===== config.mk =====
export PLATFORM = sky130hd
export DESIGN_NAME = fit_timer
export DESIGN_NICKNAME = d
export VERILOG_FILES = /design/src/rtl/fit_pkg.sv /design/src/rtl/fit_period_decode.sv /design/src/rtl/fit_tick_counter.sv /design/src/rtl/fit_status_unit.sv /design/src/rtl/fit_timer.sv
export SDC_FILE = /design/constraint.sdc
export NUM_CORES = 1
export LEC_CHECK = 0
export BUFFER_PORTS_ARGS = -buffer_cell sky130_fd_sc_hd__buf_2
export CAP_MARGIN = 20
export CORE_MARGIN = 1.5
export CORE_UTILIZATION = 48
export CTS_BUF_LIST = sky130_fd_sc_hd__clkbuf_2 sky130_fd_sc_hd__clkbuf_4 sky130_fd_sc_hd__clkbuf_8
export CTS_CLUSTER_DIAMETER = 30
export DETAILED_ROUTE_END_ITERATION = 10
export PLACE_DENSITY = 0.75
export SKIP_CTS_REPAIR_TIMING = 1
export SYNTH_ARGS = -nofsm -noshare
export SYNTH_HDL_FRONTEND = slang
export SYNTH_SLANG_ARGS = --single-unit
export TNS_END_PERCENT = 5

===== constraint.sdc =====
create_clock -name clk -period 2.65 [get_ports clk]
set_clock_uncertainty 0.05 [all_clocks]
set_input_delay 0.265 -clock clk [delete_from_list [all_inputs] [get_ports clk]]
set_output_delay 0.265 -clock clk [all_outputs]
set_load 0.01 [all_outputs]

===== src/rtl/fit_pkg.sv =====
// Package: shared widths and types for the fixed interval timer.
// Assumes the period code is two bits wide, giving four periods.
package fit_pkg;
    localparam int SEL_W     = 2;
    localparam int NUM_CODES = 1 << SEL_W;

    typedef logic [SEL_W-1:0] fit_sel_t;

    // Exponent of the period length for a given code.
    function automatic int period_exp(input int code, input int base_log, input int step_log);
        return base_log + step_log * code;
    endfunction
endpackage


===== src/rtl/fit_period_decode.sv =====
// Module: maps the active period code to the terminal count value (period - 1).
// Assumes CNT_W equals the largest period exponent, so every terminal value fits.
module fit_period_decode
    import fit_pkg::*;
#(
    parameter int BASE_LOG = 9,
    parameter int STEP_LOG = 4,
    parameter int CNT_W    = BASE_LOG + STEP_LOG * (NUM_CODES - 1)
) (
    input  fit_sel_t           sel,
    output logic [CNT_W-1:0]   last_val
);
    logic [CNT_W-1:0] table_q [NUM_CODES];

    // Build one terminal value per code: all-ones of width equal to its exponent.
    for (genvar g = 0; g < NUM_CODES; g++) begin : g_code
        localparam int EXP = period_exp(g, BASE_LOG, STEP_LOG);
        assign table_q[g] = {CNT_W{1'b1}} >> (CNT_W - EXP);
    end

    // Select the terminal value for the active code.
    always_comb begin
        last_val = table_q[sel];
    end
endmodule


===== src/rtl/fit_tick_counter.sv =====
// Module: tick counter that wraps to zero on the tick matching the terminal value.
// Assumes last_val changes only while the count is zero (right after a wrap or reset).
module fit_tick_counter #(
    parameter int CNT_W = 21
) (
    input  logic             clk,
    input  logic             rst_n,
    input  logic             tick_en,
    input  logic [CNT_W-1:0] last_val,
    output logic [CNT_W-1:0] cnt,
    output logic             wrap
);
    // Flag the tick that completes the current period.
    always_comb begin
        wrap = tick_en && (cnt == last_val);
    end

    // Advance on ticks and restart from zero at the end of a period.
    always_ff @(posedge clk) begin
        if (!rst_n) begin
            cnt <= '0;
        end else if (wrap) begin
            cnt <= '0;
        end else if (tick_en) begin
            cnt <= cnt + 1'b1;
        end
    end
endmodule


===== src/rtl/fit_status_unit.sv =====
// Module: registers the event pulse, holds the sticky status and forms the request.
// Assumes wrap is a single-cycle qualifier from the counter; a set wins over a clear.
module fit_status_unit (
    input  logic clk,
    input  logic rst_n,
    input  logic wrap,
    input  logic status_clr,
    input  logic irq_en,
    output logic event_pulse,
    output logic status_flag,
    output logic irq
);
    // Register the period-end event as a one-cycle pulse.
    always_ff @(posedge clk) begin
        if (!rst_n) event_pulse <= 1'b0;
        else        event_pulse <= wrap;
    end

    // Sticky status: set by an event, cleared by software, set has priority.
    always_ff @(posedge clk) begin
        if (!rst_n)          status_flag <= 1'b0;
        else if (wrap)       status_flag <= 1'b1;
        else if (status_clr) status_flag <= 1'b0;
    end

    // Interrupt request is the status masked by the enable.
    always_comb begin
        irq = status_flag & irq_en;
    end
endmodule


===== src/rtl/fit_timer.sv =====
// Module: top of the selectable-period fixed interval timer.
// Assumes a synchronous active-low reset, one tick per tick_en cycle,
// and that period_sel comes from the control register.
module fit_timer
    import fit_pkg::*;
#(
    parameter int BASE_LOG = 9,
    parameter int STEP_LOG = 4
) (
    input  logic             clk,
    input  logic             rst_n,
    input  logic             tick_en,
    input  logic [SEL_W-1:0] period_sel,
    input  logic             irq_en,
    input  logic             status_clr,
    output logic             event_pulse,
    output logic             status_flag,
    output logic             irq
);
    localparam int CNT_W = BASE_LOG + STEP_LOG * (NUM_CODES - 1);

    fit_sel_t         active_sel;
    logic [CNT_W-1:0] last_val;
    logic [CNT_W-1:0] cnt;
    logic             wrap;

    // Capture the period code at reset and at every event only.
    always_ff @(posedge clk) begin
        if (!rst_n)    active_sel <= period_sel;
        else if (wrap) active_sel <= period_sel;
    end

    fit_period_decode #(
        .BASE_LOG (BASE_LOG),
        .STEP_LOG (STEP_LOG),
        .CNT_W    (CNT_W)
    ) u_decode (
        .sel      (active_sel),
        .last_val (last_val)
    );

    fit_tick_counter #(
        .CNT_W (CNT_W)
    ) u_counter (
        .clk      (clk),
        .rst_n    (rst_n),
        .tick_en  (tick_en),
        .last_val (last_val),
        .cnt      (cnt),
        .wrap     (wrap)
    );

    fit_status_unit u_status (
        .clk         (clk),
        .rst_n       (rst_n),
        .wrap        (wrap),
        .status_clr  (status_clr),
        .irq_en      (irq_en),
        .event_pulse (event_pulse),
        .status_flag (status_flag),
        .irq         (irq)
    );
endmodule


==> results by group <==
Synthesis
  – Syn Nets: 141
  – Yosys warns: 0
  – Top post-synthesis cells by area: dfxtp_1 38%, xnor2_1 7.3%, nor2_1 6.9%
  – Number of flops mapped to enable cells by yosys: 2
  – Synth Area in Compound Gates: 0.05335
  – Dominant cell type by area after synthesis: dfxtp_1
  – Post-synthesis sequential area ratio: 0.4351
  – Top_reg_cell synth: dfxtp_1
  – Syn avg cell area: 8.994 µm²
  – Top-area cell type share of the netlist area: 0.3849
  – FF+latch count, synth: 25
  – Synthesized area: 1196 µm²
  – Synth cell types: 34
  – Post-synthesis mux area share: 0.02615
  – Dominant combinational cell family by area after synthesis: simple AND/OR/NAND/NOR gates
  – Cells after Synth: 133
  – Xor/xnor cell area share of the yosys netlist: 0.1318
  – Post-Synth Adder-Cell Area: 0.01046
  – Async set or reset register ratio after synthesis: 0
  – Synth Area in Simple Gates: 0.3201

Cells and area
  – Fin nets: 152
  – Fraction of layout cells with a size suffix above 1: 0.1399
  – Area Overhead vs Synth: 7.322%
  – Ant. Diodes: 0
  – Leading cell types in the layout, fill and taps excluded: 23 x dfxtp_1, 22 x nor2_1, 10 x xnor2_1
  – Most common cell after layout, fill and taps aside: dfxtp_1
  – Final Util: 0.5640

Clock tree
  – CTS tree: built
  – H-tree level count: 1
  – Clk root buf: clkbuf_4
  – Clock buffer depth: 2
  – TritonCTS Buffers: 3
  – Worst-path clk slew: 0.14 ns
  – Worst skew pair latency: between 0.3 and 0.4 ns
  – # clock sinks: 25

Route
  – Routed length per instance: 12.19 µm
  – Vias/cell: 5.398
  – 1st-iter DRT viols: 14
  – Vias: 923
  – DRT Wirelength: 2085 µm
  – # DRC: 0
  – Antenna Violating Nets Remaining: 0
  – DRT Pass-1 Iters: 4

Timing
  – F_max: 0.4724 GHz
  – Tightest Pin Transition: 0.5205 ns
  – Setup ws final: 0.5333 ns
  – Setup tns final: 0 ns
  – Hold_ws: 0.07003 ns
  – Relative slew slack: 0.6498
  – Tmin final: 2.117 ns
  – Final Hold Vio Count: 0
  – Tcrit/Tclk final: 0.7988
  – Max-slew violations: 0
  – Final setup vio count: 0
  – RSZ-0062 raised after global routing: false

Floorplan
  – Die Ht: 52.92 µm
  – Initial cell density of the core: 0.5256
  – Core Box Area: between 2000 and 2500 µm²
  – Die Footprint: ~2800 µm²
  – Die X-Extent: 52.92 µm
  – Row cnt: 17
  – I/O pin total: 10

Power
  – Net switching power: 0.0001333 W
  – Power density over the cells: 460.0 nW/µm²
  – Power share of the clock group: 0.285
  – P_leak: between 0.4 and 0.5 nW
  – Logic gate share of total power: 0.048
  – Sw frac: 0.2257
  – Final Power: 0.0005905 W
  – Max VDD drop: 0.3656 mV
  – Int Pwr: 0.0004572 W
  – Reg power frac: 0.667

Setup path
  – Critical Path RT: 2.58 ns
  – CP endpoint kind: flop
  – R2R cell count: 4
  – Reg-to-reg endpoint: active_sel[1]
  – Crit path kind: reg2reg
  – Crit Path Max Fanout: 18
  – Startpoint types: flop
  – FF-to-FF setup slack: 0.53 ns
  – Critical R2R Launch: u_counter.cnt[0]
  – CP arrival: roughly 2 ns

Worst hold path
  – Hold Crit Class: in2reg
  – Worst Hold Path EP: active_sel[1]
  – Hold_sp: period_sel[1]
  – Worst hold stages: 1

Global route
  – Grt met3 use: 0.02542
  – Met1 GRT Util: 0.1986
  – Initial antenna violation count: 0
  – GRT Total Usage: 0.1685
  – Most used routing layer: met2
  – First-pass GRT wire length: 3484 µm
  – Total gr overflow: 0
  – Vias in the first global route: around 850
  – M2 GR Usage: 0.3021
  – Largest net degree at the start of global routing: 19

Placed design
  – HPWL after detailed placement: 1537 µm
  – # port buffers: 9
  – Placer Congestion: 0.8218
  – DP Worst Slack: between 0.5 and 0.6 ns

Run
  – Max Cap Viol: 0

Status
  – Run status: finished clean
state kept, by name, indices dropped and copies added (netlist names):
register              cells
u_status.status_flag      1
u_counter.cnt            21
u_status.event_pulse      1
active_sel                2
cells in the mapped netlist, types with 4 or more instances:
cell type and number:
dfxtp_1 23, nor2_1 22, xnor2_1 10, nand2_1 9, nand3_1 8, xor2_1 8, nand4_1 6, nor3_1 6
and2_1 5, and3_1 4, or3_1 4
how the worst max path moves through the flow:
stage	cells past startpoint	startpoint	to
2_1_floorplan	5	u_counter.cnt[20]	active_sel[0]
3_3_place_gp	4	u_counter.cnt[20]	active_sel[1]
3_5_place_dp	4	u_counter.cnt[0]	active_sel[1]
4_1_cts	4	u_counter.cnt[0]	active_sel[1]
5_1_grt	4	u_counter.cnt[0]	active_sel[1]
6_report	4	u_counter.cnt[0]	active_sel[1]
metrics by stage:
stage,instances,cell area (µm²)
global placement,167,1256
global route,171,1284
floorplan,133,1196
detailed placement,167,1256
finish,171,1284
CTS,171,1284
power by group through the flow:
stage                     sequential [W]  combinational [W]  clock, W
after floorplan                 0.000401          0.0000236         0
after global placement          0.000402          0.0000279         0
after detailed placement        0.000402          0.0000290         0
after CTS                       0.000394          0.0000291  0.000167
after global routing            0.000395          0.0000321  0.000190
final                           0.000394          0.0000283  0.000168
metal layers:
metal | up-vias | share of wire
li1 | 480 | -
met1 | 420 | 0.47
met2 | 17 | 0.48
met3 | 6 | 0.029
met4 | 0 | 0.015
met5 | - | 0
kinds of logic after synthesis:
family | after synthesis
adder cells (fa/ha/maj) | 1
buffers and inverters | 5
AO/OA/AOI/OAI | 7
multiplexers | 3
XOR/XNOR | 18
flip-flops | 25
AND/OR/NAND/NOR | 74
final cells by class:
type	instances	area, µm²
multi-input cells	103	648.1
fillers	203	992.2
flip-flops and latches	25	520.5
inverters	2	7.507
clock inverters	1	5.005
well taps	28	35.03
repair buffers	9	45.04
clock buffers	3	22.52
worst max-delay path, cell delays in order, from the launching register on:
cell and delay, ns:
dfxtp_1 0.41, ha_1 0.19, nand4_1 0.19, or3_1 0.50, o21ai_4 0.44
No activity file was read; power rests on OpenSTA's default activity.
